File: src/rtl/phy_bridge_pkg.sv
package phy_bridge_pkg;
  localparam int ADDR_W    = 6;
  localparam int DATA_W    = 8;
  localparam int ENTRY_W   = 16;  // {addr byte, data byte}
  localparam int ACK_BIT   = 26;
  localparam int RD_BIT    = 25;
  localparam int WR_BIT    = 24;
  localparam int RDATA_LSB = 16;
  localparam int WDATA_LSB = 8;

  // delay settings live at 0x00..0x08 and 0x0B..0x0D
  function automatic logic is_mapped(input logic [ADDR_W-1:0] a);
    return (a <= 6'h08) || (a >= 6'h0B && a <= 6'h0D);
  endfunction
endpackage

File: src/rtl/phy_delay_bank.sv
module phy_delay_bank
  import phy_bridge_pkg::*;
#(
  parameter int AW = ADDR_W,
  parameter int DW = DATA_W
) (
  input  logic          clk,
  input  logic          rst,
  input  logic          req_wr,
  input  logic          req_rd,
  input  logic [AW-1:0] req_addr,
  input  logic [DW-1:0] req_wdata,
  output logic          done,
  output logic [DW-1:0] rdata
);
  localparam int DEPTH = 1 << AW;

  logic [DEPTH*DW-1:0] flat;

  for (genvar g = 0; g < DEPTH; g++) begin : g_slot
    if (is_mapped(AW'(g))) begin : g_reg
      logic [DW-1:0] q;
      always_ff @(posedge clk) begin
        if (rst) q <= '0;
        else if (req_wr && req_addr == AW'(g)) q <= req_wdata;
      end
      assign flat[g*DW +: DW] = q;
    end else begin : g_hole
      assign flat[g*DW +: DW] = '0;
    end
  end

  always_ff @(posedge clk) begin
    if (rst) begin
      done  <= 1'b0;
      rdata <= '0;
    end else begin
      done <= req_rd | (req_wr & is_mapped(req_addr));
      if (req_rd) rdata <= flat[req_addr*DW +: DW];
    end
  end

  // an unmapped write never completes
  p_unmapped_silent_r6: assert property (@(posedge clk) disable iff (rst)
    (req_wr && !req_rd && !is_mapped(req_addr)) |=> !done);
endmodule

File: src/rtl/phy_host_port.sv
module phy_host_port
  import phy_bridge_pkg::*;
#(
  parameter int AW = ADDR_W,
  parameter int DW = DATA_W
) (
  input  logic          clk,
  input  logic          rst,
  input  logic          host_wr,
  input  logic [31:0]   host_wdata,
  output logic [31:0]   host_rdata,
  input  logic          hold_off,
  input  logic          bank_done,
  input  logic [DW-1:0] bank_rdata,
  output logic          req_wr,
  output logic          req_rd,
  output logic [AW-1:0] req_addr,
  output logic [DW-1:0] req_wdata,
  output logic          idle
);
  typedef enum logic [1:0] {H_IDLE, H_WAIT, H_HOLD} hstate_t;
  hstate_t       state;
  logic [AW-1:0] addr_q;
  logic [DW-1:0] wdata_q, rdata_q;
  logic          wr_q, rd_q, ack_q;
  logic          one_strobe, go;
  logic          unused_word;

  assign unused_word = ^{host_wdata[31:26], host_wdata[23:16], host_wdata[7:6]};
  assign one_strobe  = wr_q ^ rd_q;
  assign go          = (state == H_IDLE) && one_strobe && !hold_off;
  assign req_wr      = go & wr_q;
  assign req_rd      = go & rd_q;
  assign req_addr    = addr_q;
  assign req_wdata   = wdata_q;
  assign idle        = (state == H_IDLE);

  always_ff @(posedge clk) begin
    if (rst) begin
      state <= H_IDLE; addr_q <= '0; wdata_q <= '0; rdata_q <= '0;
      wr_q <= 1'b0; rd_q <= 1'b0; ack_q <= 1'b0;
    end else begin
      if (host_wr) begin
        addr_q  <= host_wdata[AW-1:0];
        wdata_q <= host_wdata[WDATA_LSB +: DW];
        wr_q    <= host_wdata[WR_BIT];
        rd_q    <= host_wdata[RD_BIT];
      end
      case (state)
        H_IDLE: if (go) state <= H_WAIT;
        H_WAIT:
          if (!one_strobe) state <= H_IDLE;
          else if (bank_done) begin
            state <= H_HOLD;
            ack_q <= 1'b1;
            if (rd_q) rdata_q <= bank_rdata;
          end
        H_HOLD:
          if (!one_strobe) begin
            state <= H_IDLE;
            ack_q <= 1'b0;
          end
        default: state <= H_IDLE;
      endcase
    end
  end

  always_comb begin
    host_rdata = '0;
    host_rdata[ACK_BIT] = ack_q;
    host_rdata[RD_BIT]  = rd_q;
    host_rdata[WR_BIT]  = wr_q;
    host_rdata[RDATA_LSB +: DW] = rdata_q;
    host_rdata[WDATA_LSB +: DW] = wdata_q;
    host_rdata[AW-1:0] = addr_q;
  end

  // acknowledge held with the strobe, dropped one edge after it
  p_ack_hold_r4: assert property (@(posedge clk) disable iff (rst)
    (ack_q && one_strobe) |=> ack_q);
  p_ack_drop_r4: assert property (@(posedge clk) disable iff (rst)
    (ack_q && !one_strobe) |=> !ack_q);
  // both strobes never produce an acknowledge
  p_both_no_ack_r5: assert property (@(posedge clk) disable iff (rst)
    (!ack_q && wr_q && rd_q) |=> !ack_q);
endmodule

File: src/rtl/phy_replay_seq.sv
module phy_replay_seq
  import phy_bridge_pkg::*;
#(
  parameter int AW      = ADDR_W,
  parameter int DW      = DATA_W,
  parameter int LEN     = 4,
  parameter int TIMEOUT = 2500,
  parameter logic [LEN*ENTRY_W-1:0] LIST = '0
) (
  input  logic          clk,
  input  logic          rst,
  input  logic          resume_req,
  input  logic          host_idle,
  input  logic          bank_done,
  output logic          req_wr,
  output logic [AW-1:0] req_addr,
  output logic [DW-1:0] req_wdata,
  output logic          busy,
  output logic          pend,
  output logic          err
);
  localparam int IDX_W = (LEN > 1) ? $clog2(LEN) : 1;
  localparam int CNT_W = $clog2(TIMEOUT + 1);

  typedef enum logic [1:0] {R_IDLE, R_ISSUE, R_WAIT} rstate_t;
  rstate_t            state;
  logic [IDX_W-1:0]   idx;
  logic [CNT_W-1:0]   cnt;
  logic [ENTRY_W-1:0] entry;
  logic               unused_entry;

  assign entry        = LIST[idx*ENTRY_W +: ENTRY_W];
  assign unused_entry = ^entry[ENTRY_W-1:DW+AW];
  assign req_addr     = entry[DW +: AW];
  assign req_wdata    = entry[DW-1:0];
  assign req_wr       = (state == R_ISSUE);
  assign busy         = (state != R_IDLE);

  always_ff @(posedge clk) begin
    if (rst) begin
      state <= R_ISSUE; idx <= '0; cnt <= '0; err <= 1'b0; pend <= 1'b0;
    end else begin
      pend <= pend | resume_req;
      case (state)
        R_IDLE:
          if (pend && host_idle) begin
            state <= R_ISSUE; idx <= '0; err <= 1'b0; pend <= resume_req;
          end
        R_ISSUE: begin
          state <= R_WAIT;
          cnt   <= '0;
        end
        R_WAIT:
          if (bank_done) begin
            if (idx == IDX_W'(LEN - 1)) state <= R_IDLE;
            else begin
              idx   <= idx + 1'b1;
              state <= R_ISSUE;
            end
          end else if (cnt == CNT_W'(TIMEOUT - 1)) begin
            err   <= 1'b1;
            state <= R_IDLE;
          end else cnt <= cnt + 1'b1;
        default: state <= R_IDLE;
      endcase
    end
  end

  // one request per entry, then a wait for its completion
  p_one_req_r7: assert property (@(posedge clk) disable iff (rst)
    req_wr |=> !req_wr);
  // an error only stands once the pass has stopped
  p_err_stopped_r9: assert property (@(posedge clk) disable iff (rst)
    err |-> !busy);
endmodule

File: src/rtl/phy_access_bridge.sv
module phy_access_bridge
  import phy_bridge_pkg::*;
#(
  parameter int REPLAY_LEN     = 4,
  parameter int REPLAY_TIMEOUT = 2500,
  parameter logic [REPLAY_LEN*ENTRY_W-1:0] REPLAY_LIST =
    {16'h0D5A, 16'h0B3C, 16'h0811, 16'h0007}
) (
  input  logic        clk,
  input  logic        rst,
  input  logic        host_wr,
  input  logic [31:0] host_wdata,
  output logic [31:0] host_rdata,
  input  logic        resume_req,
  output logic        replay_busy,
  output logic        replay_err
);
  logic              h_wr, h_rd, h_idle, r_wr, r_pend;
  logic [ADDR_W-1:0] h_addr, r_addr, b_addr;
  logic [DATA_W-1:0] h_wdata, r_wdata, b_wdata, b_rdata;
  logic              b_wr, b_rd, b_done;

  assign b_wr    = replay_busy ? r_wr    : h_wr;
  assign b_rd    = replay_busy ? 1'b0    : h_rd;
  assign b_addr  = replay_busy ? r_addr  : h_addr;
  assign b_wdata = replay_busy ? r_wdata : h_wdata;

  phy_host_port u_host (
    .clk(clk), .rst(rst), .host_wr(host_wr), .host_wdata(host_wdata),
    .host_rdata(host_rdata), .hold_off(replay_busy | r_pend),
    .bank_done(b_done), .bank_rdata(b_rdata), .req_wr(h_wr), .req_rd(h_rd),
    .req_addr(h_addr), .req_wdata(h_wdata), .idle(h_idle));

  phy_replay_seq #(.LEN(REPLAY_LEN), .TIMEOUT(REPLAY_TIMEOUT),
                   .LIST(REPLAY_LIST)) u_replay (
    .clk(clk), .rst(rst), .resume_req(resume_req), .host_idle(h_idle),
    .bank_done(b_done), .req_wr(r_wr), .req_addr(r_addr),
    .req_wdata(r_wdata), .busy(replay_busy), .pend(r_pend),
    .err(replay_err));

  phy_delay_bank u_bank (
    .clk(clk), .rst(rst), .req_wr(b_wr), .req_rd(b_rd), .req_addr(b_addr),
    .req_wdata(b_wdata), .done(b_done), .rdata(b_rdata));

  // the host is not served while a replay pass runs
  p_host_defer_r7: assert property (@(posedge clk) disable iff (rst)
    replay_busy |-> !(h_wr || h_rd));
endmodule

File: config.mk
export PLATFORM = sky130hd
export DESIGN_NAME = phy_access_bridge
export DESIGN_NICKNAME = d
export VERILOG_FILES = /design/src/rtl/phy_bridge_pkg.sv /design/src/rtl/phy_delay_bank.sv /design/src/rtl/phy_host_port.sv /design/src/rtl/phy_replay_seq.sv /design/src/rtl/phy_access_bridge.sv
export SDC_FILE = /design/constraint.sdc
export NUM_CORES = 1
export LEC_CHECK = 0
export BUFFER_PORTS_ARGS = -buffer_cell sky130_fd_sc_hd__buf_2
export CAP_MARGIN = 10
export CORE_MARGIN = 2
export CORE_UTILIZATION = 57
export DETAILED_ROUTE_END_ITERATION = 10
export PLACE_DENSITY = 0.84
export SLEW_MARGIN = 20
export SYNTH_ARGS = -nofsm -noshare
export SYNTH_HDL_FRONTEND = slang
export SYNTH_SLANG_ARGS = --single-unit
File: constraint.sdc
create_clock -name clk -period 2.92 [get_ports clk]
set_input_delay 0.584 -clock clk [delete_from_list [all_inputs] [get_ports clk]]
set_output_delay 0.584 -clock clk [all_outputs]
set_load 0.01 [all_outputs]
* Word level (Yosys, flattened, before mapping) *
Cells that the tools add are included.

word-level totals
  flip-flop bits (word level) = 150
  bits of input ports = 36
  output and inout bits = 34
  logic and storage cells = 132

operators by class
  $add $sub $neg = 2
  magnitude comparators = 3
  equality and inequality tests = 29
  shift-type cells = 2
  muxes and demuxes = 31
  bitwise gates (word level) = 7
  reduce and logical (&&, ||, !) cells = 32

operator list
  cell                        count
  $shiftx A512 B10 Y8         1
  $shiftx A64 B7 Y14 const A  1
  $eq A6 B3 Y1 const B        4
  $eq A6 B4 Y1 const B        4
  $mux W12                    2
  $pmux W12 S2                1
  $mux W2                     10
  $logic_and A1 B1 Y1         16
  $reduce_and A4 Y1           4
  $add A12 B1 Y12 const B     1
  $eq A12 B12 Y1 const B      1
  $eq A6 B2 Y1 const B        2
  $le A6 B4 Y1 const B        2
  $pmux W2 S3                 2
  $mux W1                     11
  $ne A2 B1 Y1 const B        5
  $ne A2 B2 Y1 const B        5
  $mux W8                     1
  $reduce_bool A2 Y1          4
  $eq A2 B2 Y1 const B        3
  $eq A6 B1 Y1 const B        1
  $ge A6 B4 Y1 const B        1
  $logic_not A6 Y1            1
  $mux W6                     1
  other kinds (14)            22

* Logic depth before layout (Yosys ltp) *
Gate-level depths: netlist of run 1.

  word-level depth = 8
  depth in mapped cells = 10
  depth with buffers taken out = 8

* Modules after synthesis *
A second synthesis of run 1 with hierarchy kept.

unflattened totals
  cells, all modules = 725
  area total of the unflattened synthesis = 7133.1 µm²

by module, submodules not included
  module             times used  cells each  area each (µm²)  sequential area each (µm²)
  phy_delay_bank     1           462         4588.2           2102.0
  phy_host_port      1           131         1280.0           540.5
  phy_replay_seq     1           113         1019.7           360.3
  phy_access_bridge  1           19          245.2            0.0

* Least setup slack after synthesis of run 1 *
Ideal clock, no wire load.

  path type = flip-flop to flip-flop
  start point = reg u_replay.state[0]
  end point = reg u_bank.g_slot[1].g_reg.q[1]
  setup time = 0.128 ns
  arrival time = 2.020 ns
  required time = 2.792 ns
  slack = 0.772 ns
  cell stages (with the launch flop) = 11
  path buffers = 2
  clock period less this slack = 2.148 ns
  path through = dfxtp_1 -> inv_1 -> ha_1 -> buf_4 -> mux2_2 -> nor2_1 -> nand3_2 -> nor2_2 -> buf_6 -> mux2i_1 -> nor2_1

between the ends
  longest elaborated chain between the ends = 7
  elaborated cells on any way between the ends = 11
  those cells by class = eq/ne (2); mux (3); bitwise (2); reduce/logical (4)

RTL lines
  element                 line                     text
  start, declared         phy_replay_seq.sv:26     rstate_t state;
  start signal, assigned  phy_replay_seq.sv:41     state <= R_ISSUE; idx <= '0; cnt <= '0; err <= 1'b0; pend <= 1'b0;
  start signal, assigned  phy_replay_seq.sv:47     state <= R_ISSUE; idx <= '0; err <= 1'b0; pend <= resume_req;
  start signal, assigned  phy_replay_seq.sv:50     state <= R_WAIT;
  $reduce_bool A2 Y1      phy_replay_seq.sv:37     assign busy = (state != R_IDLE);
  $or A1 B1 Y1            phy_access_bridge.sv:30  .host_rdata(host_rdata), .hold_off(replay_busy | r_pend),
  $logic_not A1 Y1        phy_host_port.sv:31      assign go = (state == H_IDLE) && one_strobe && !hold_off;
  $logic_and A1 B1 Y1     phy_host_port.sv:31
  $and A1 B1 Y1           phy_host_port.sv:32      assign req_wr = go & wr_q;
  $mux W1                 phy_access_bridge.sv:23  assign b_wr = replay_busy ? r_wr : h_wr;
  $logic_and A1 B1 Y1     phy_delay_bank.sv:25     else if (req_wr && req_addr == AW'(g)) q <= req_wdata;
  end signal, assigned    phy_delay_bank.sv:25
  end, declared           phy_delay_bank.sv:22     logic [DW-1:0] q;

Parallel ways exist; a longest one is shown, timed or not.
A chain may end at the register's enable or synchronous reset.

* Final worst setup path of run 1 *
  start point = reg u_replay.state[0]
  end point = reg u_bank.g_slot[7].g_reg.q[2]

between the ends
  longest elaborated chain between the ends = 7
  elaborated cells on any way between the ends = 11
  those cells by class = eq/ne (2); mux (3); bitwise (2); reduce/logical (4)

RTL lines
  element               line
  $reduce_bool A2 Y1    phy_replay_seq.sv:37
  $or A1 B1 Y1          phy_access_bridge.sv:30
  $logic_not A1 Y1      phy_host_port.sv:31
  $logic_and A1 B1 Y1   phy_host_port.sv:31
  $and A1 B1 Y1         phy_host_port.sv:32
  $mux W1               phy_access_bridge.sv:23
  $logic_and A1 B1 Y1   phy_delay_bank.sv:25
  end signal, assigned  phy_delay_bank.sv:25
  end, declared         phy_delay_bank.sv:22

Parallel ways exist; a longest one is shown, timed or not.

==> results of run 1 <==
routing by layer:
metal  wire, µm  up-vias  global-route usage [%]
li1           -     2655                       -
met2       8520      260                    45.7
met5          0        -                       0
met3       1390       69                    6.80
met1       7220     2761                    34.2
met4        680        0                    13.2
cell usage after synthesis, drive strengths merged (4+ instances only):
cell / n
a211oi: 27
a21o: 7
a21oi: 17
a221oi: 14
a22o: 8
a22oi: 9
a32o: 9
and3: 4
buf: 29
clkbuf: 27
dfxtp: 150
ha: 11
inv: 15
mux2: 4
mux2i: 129
nand2: 40
nand3: 14
nor2: 165
nor2b: 4
nor3: 8
nor4: 6
o21ai: 5
xnor2: 6
xor2: 5
registers in the layout (all words and copies together), names as in the netlist, 2 cells and up:
name,cells
u_replay.cnt,12
u_host.state,2
u_bank.rdata,8
u_replay.idx,2
u_replay.state,2
u_bank.g_slot.g_reg.q,96
u_host.req_addr,6
u_host.req_wdata,8
u_host.rdata_q,8
critical path, stage by stage, from the launching register on:
cell     delay [ns]
dfxtp_1        0.36
inv_1          0.10
ha_1           0.29
buf_4          0.19
nor2b_1        0.33
a21oi_1        0.12
nor3_2         0.39
nand3_2        0.39
mux2i_1        0.35
nor2_1         0.08
worst min-delay path by stage:
stage               cells after the start  slack (ns)              end       startpoint
global placement                        2        0.45  u_bank.rdata[3]  u_bank.rdata[3]
floorplan                               2        0.43  u_bank.rdata[3]  u_bank.rdata[3]
detailed placement                      2        0.45  u_bank.rdata[3]  u_bank.rdata[3]
finish                                  3        0.36    u_replay.pend       resume_req
CTS                                     3        0.35    u_replay.pend       resume_req
global route                            3        0.37    u_replay.pend       resume_req
timing repair:
action                     in CTS  in global routing
setup endpoints to repair       0                 42
setup buffers                   0                  0
resized for setup               0                  2
stage by stage:
step	utilization [%]	std cells
after floorplan	-	743
after CTS	66.6	960
final	66.8	960
after detailed placement	61.6	928
after global routing	66.8	960
after global placement	61.6	928
power groups by stage:
stage | clock, mW | combinational [mW] | sequential [mW]
2_1_floorplan | 0 | 1.34 | 2.28
3_3_place_gp | 0 | 1.63 | 2.29
3_5_place_dp | 0 | 1.70 | 2.30
4_1_cts | 2.26 | 1.72 | 2.26
5_1_grt | 2.34 | 1.90 | 2.27
6_report | 2.25 | 1.77 | 2.26
final cells by class:
| type | count | area, µm² |
|---|---|---|
| clock buffers | 18 | 429 |
| clock inverters | 14 | 175 |
| fillers | 871 | 4010 |
| inverters | 15 | 56.3 |
| multi-input cells | 522 | 3730 |
| flip-flops and latches | 150 | 3000 |
| well taps | 168 | 210 |
| repair buffers | 73 | 448 |
cell families (layout without fill, tap and decap cells):
group,after synthesis,count (layout),share of synthesized area [%]
AND/OR/NAND/NOR,253,253,16.7
flip-flops,150,150,42.4
multiplexers,134,134,19.4
AO/OA/AOI/OAI,106,106,12.6
buffers and inverters,71,120,5.58
adder cells (fa/ha/maj),11,11,1.94
XOR/XNOR,11,11,1.36
other,1,7,0.0529
==> run metrics, run 1 <==
status=completed; asr flop ratio synth=0%; Cell Int Power=4.16 mW; hold_ws=0.356 ns; Routed Antenna Nets=0; arrival time at the worst endpoint=3.05 ns; Detailed Place HPWL=11.6 mm; Netlist cell types=59; Logic pwr share=28.2%; Mean Syn Cell Area=9.61 µm²; sequential-to-total area share from yosys stat=42.4%; input/output buffers=46; Slew HR=43.9%; CP endpoint kind=flip-flop; DR vias=5745; Initial Util=58.7%; Post-synth top flop=dfxtp_1; Fin. Hold Viols=0; Nets=826; Power, Total=6.28 mW; leakage=3.20 nW; TNS Setup=0 ns; crit-path max FO=8; synth top area cells=dfxtp_1 42%, mux2i_1 18%, nor2_1 8.3%; Worst-Margin Slew=0.842 ns; DR WL/cell=18.6 µm; Clock Power Share=35.8%; Synth Cell Area=7090 µm²; Starting DRT DRC Count=479; number of antenna diodes=0; Hold WC Path Type=in -> reg; total CTS buffers=17; Synth Instances=737; Req. time, crit path=3.21 ns; area delta synth->final=13.6%; layout cell share with drive strength beyond 1=19.3%; sw power=2.13 mW; GRT overflow=0; post-synth top area cell=dfxtp_1; DRT Wirelength=17.8 mm; peak supply drop=629 µV; R2R depth=9; Clock Latency Late Sink=0.44 ns; Seq cells post-synth=150; RR Endpoint=u_bank.g_slot[7].g_reg.q[2]; initial antenna violation count=0; final instance area=8050 µm²; die width=115 µm; MaxCap Viol Count=0; vias per inst=5.98; pre-CTS setup slack=0.105 ns; fin crit share=94.5%; reg2reg start=u_replay.state[0]; die area=13300 µm²; # IOs=70; clk sinks=150; Post-Route Skew=0.00884 ns; cell row count=40; chip height=115 µm; CTS tree=built; setup ws final=0.162 ns; Tot GR Track Use=27.7%; commonest non-fill, non-tap cell in the layout=nor2_1; Placed Area=7430 µm²; Final Slew Violations=0; switching share of power=33.9%; H-tree depth=4; vias in the first global route=5542; crit path kind=reg -> reg; post-synth top area share=42.4%; worst setup path endpoint=u_bank.g_slot[7].g_reg.q[2]; Critical Path Source Type=flip-flop; first-pass GRT wire length=28.4 mm; # DRC=0; CTS clk-pin slew, worst paths=0.07 ns; crit path launch=u_replay.state[0]; Hold-fix buffers, CTS=0; fin crit period=2.76 ns; f_max=363 MHz; R2R Setup Slk=0.16 ns; first-pass iteration count of the detailed router=5; PwrDens=780 nW/µm²; most frequent cells in the layout=156 x nor2_1, 150 x dfxtp_1, 128 x mux2i_1; sequential power share=36.0%; Post-synth EDFFs=0; # setup viols final=0; RSZ-0062 raised after global routing=false; core region area=12100 µm²; Yosys Warn Count=0; Clock Root Buffer=clkbuf_16; largest net degree at the start of global routing=78; RePlAce Congestion=0.924; clock tree buffer depth=2
Power figures use the tool's default switching activity.
==> inputs of run 2 (changes only) <==
--- a/config.mk
+++ b/config.mk
@@ -9,7 +9,9 @@
 export CAP_MARGIN = 10
 export CORE_MARGIN = 2
 export CORE_UTILIZATION = 57
+export CTS_BUF_LIST = sky130_fd_sc_hd__clkbuf_16
 export DETAILED_ROUTE_END_ITERATION = 10
+export GPL_ROUTABILITY_DRIVEN = 0
 export PLACE_DENSITY = 0.84
 export SLEW_MARGIN = 20
 export SYNTH_ARGS = -nofsm -noshare
==> constraint.sdc (replaced) <==
create_clock -name clk -period 2.64 [get_ports clk]
set_input_delay 0.528 -clock clk [delete_from_list [all_inputs] [get_ports clk]]
set_output_delay 0.528 -clock clk [all_outputs]
set_load 0.01 [all_outputs]
==> run metrics, run 2 (synthesized netlist as in run 1, its figures left out) <==
status=finished, violations left; failing checks=negative setup slack; most frequent cells in the layout=154 x nor2_1, 150 x dfxtp_1, 127 x mux2i_1; # IOs=70 (unchanged); Biggest register=u_bank.g_slot.g_reg.q; sw power=2.39 mW (+12%); Detailed Place HPWL=11.9 mm (+2.4%); RSZ-0062 raised after global routing=true; leakage=3.32 nW (+3.9%); Largest regs=u_bank.g_slot.g_reg.q: 96 flops, u_replay.cnt: 12 flops; WHS Path Cells=3 (unchanged); Initial Util=58.7% (unchanged); chip height=115 µm (unchanged); # setup viols final=3 (+3); f_max=376 MHz (+3.6%); commonest non-fill, non-tap cell in the layout=nor2_1; DRT Wirelength=19.2 mm (+7.6%); Hold WC Path Type=in -> reg; crit-path max FO=16 (+8); Routed Antenna Nets=0 (unchanged); initial antenna violation count=0 (unchanged); area delta synth->final=16.5%; clock tree buffer depth=2 (unchanged); Post-Route Skew=0.00869 ns (-0.000152 ns); Nets=841 (+1.8%); # DRC=0 (unchanged); Req. time, crit path=2.96 ns (-0.25 ns); first-pass GRT wire length=28.8 mm (+1.2%); Clock Latency Late Sink=0.43 ns (about the same); Tot GR Track Use=28.0% (+0.31 points); Starting DRT DRC Count=666 (+39%); R2R Setup Slk=-0.02 ns (-0.18 ns); peak supply drop=600 µV (-4.6%); Hold-fix buffers, CTS=0 (unchanged); total CTS buffers=17 (unchanged); Final Slew Violations=0 (unchanged); CTS clk-pin slew, worst paths=0.06 ns (about the same); fin crit share=101% (+6.4 points); slowest CP cell=nor2_1; Worst-Margin Slew=1.15 ns (+0.311 ns); input/output buffers=46 (unchanged); Worst path top cell family by delay=simple AND/OR/NAND/NOR gates; MaxCap Viol Count=0 (unchanged); R2R depth=9 (unchanged); layout cell share with drive strength beyond 1=21.0% (+1.6 points); fin crit period=2.66 ns (-0.0965 ns); vias in the first global route=5629 (+1.6%); RR Endpoint=u_bank.rdata[5]; DR vias=6032 (+5.0%); Critical Path Source Type=flip-flop; hold_ws=0.326 ns (-0.0301 ns); Non-Filler Instances=974 (+1.5%); pre-CTS setup slack=0.0388 ns (-0.0665 ns); Clock Power Share=34.1% (-1.7 points); setup ws final=-0.0217 ns (-0.184 ns); GRT overflow=0 (unchanged); max reg flops=96 (unchanged); Hold EP=u_replay.pend; die width=115 µm (unchanged); min-delay src=resume_req; CTS tree=built; H-tree depth=4 (unchanged); crit path kind=reg -> reg; PwrDens=874 nW/µm² (+12%); DR WL/cell=19.7 µm (+6.0%); sequential power share=34.7% (-1.3 points); switching share of power=33.1% (-0.72 points); largest net degree at the start of global routing=95 (+22%); first-pass iteration count of the detailed router=6 (+1); Logic pwr share=31.2% (+3.0 points); Clock Root Buffer=clkbuf_16; worst path bufs/invs=3 (+1); vias per inst=6.19 (+3.5%); die area=13300 µm² (unchanged); number of antenna diodes=0 (unchanged); reg2reg start=u_replay.state[1]; core region area=12100 µm² (unchanged); Cell Int Power=4.82 mW (+16%); cell row count=40 (unchanged); arrival time at the worst endpoint=2.98 ns (-0.07 ns); Slew HR=23.1% (-21 points); CP peak stage delay=0.55 ns (+0.16 ns); Crit path top cell by count=buf_4; CP cell instances=inv_1, ha_1, buf_4, nand2b_1, o32a_4, nor2_1, a221oi_2, buf_4, a22o_1; Fin. Hold Viols=0 (unchanged); clk sinks=150 (unchanged); CP endpoint kind=flip-flop; total placed cells including tap cells=930 (+0.22%)
## run 2: worst max-delay path by stage
| stage | end | cells past startpoint | slack [ns] | start |
|---|---|---|---|---|
| CTS | u_bank.g_slot[0].g_reg.q[2] | 9 | 0.0005 | u_replay.state[1] |
| detailed placement | u_bank.g_slot[5].g_reg.q[2] | 8 | 0.04 | u_replay.state[0] |
| finish | u_bank.rdata[5] | 9 | -0.02 | u_replay.state[1] |
| floorplan | u_bank.g_slot[1].g_reg.q[1] | 10 | 0.49 | u_replay.state[0] |
| global route | u_bank.rdata[5] | 9 | -0.10 | u_replay.state[1] |
| global placement | u_bank.g_slot[0].g_reg.q[0] | 9 | 0.16 | u_replay.state[0] |
## run 2: repair_timing
action                     CTS  global route
setup endpoints to repair    3            43
gates resized for setup      1             9
pin swaps                    0             3
buffers inserted             0            13
## run 2: area by class of cell
cell class,count,area [µm²]
inverter,15,56.3
clock inverter,14,168
timing repair buffer,88,636
fill,795,3810
sequential,150,3000
clock buffer,17,425
tap,168,210
multi-input combinational,522,3760
## run 2: layer usage
layer  track usage, %  part of all wire (%)
met5                0                     0
met4             13.3                   4.8
met1             34.7                    38
met2             46.0                    48
met3             6.96                   9.1
## run 2: power by group through the flow
| stage | Clock [mW] | Sequential (mW) | Combinational (mW) |
|---|---|---|---|
| 2_1_floorplan | 0 | 2.52 | 1.48 |
| 3_3_place_gp | 0 | 2.53 | 1.82 |
| 3_5_place_dp | 0 | 2.55 | 1.90 |
| 4_1_cts | 2.46 | 2.50 | 1.95 |
| 5_1_grt | 2.55 | 2.52 | 2.36 |
| 6_report | 2.46 | 2.51 | 2.25 |
## run 2: worst min-delay path, cell delays in order
cell     delay, ns
buf_2         0.08
a21oi_1       0.04
nor2_1        0.07
## run 2: through the flow
step	instance area (µm²)	total power [mW]	utilization, %	TNS, ns
floorplan	7110	4.00	-	0
global placement	7480	4.36	62.0	0
detailed placement	7480	4.44	62.0	0
CTS	8080	6.91	67.0	0
global route	8260	7.43	68.4	-0.711
finish	8260	7.21	68.4	-0.0459
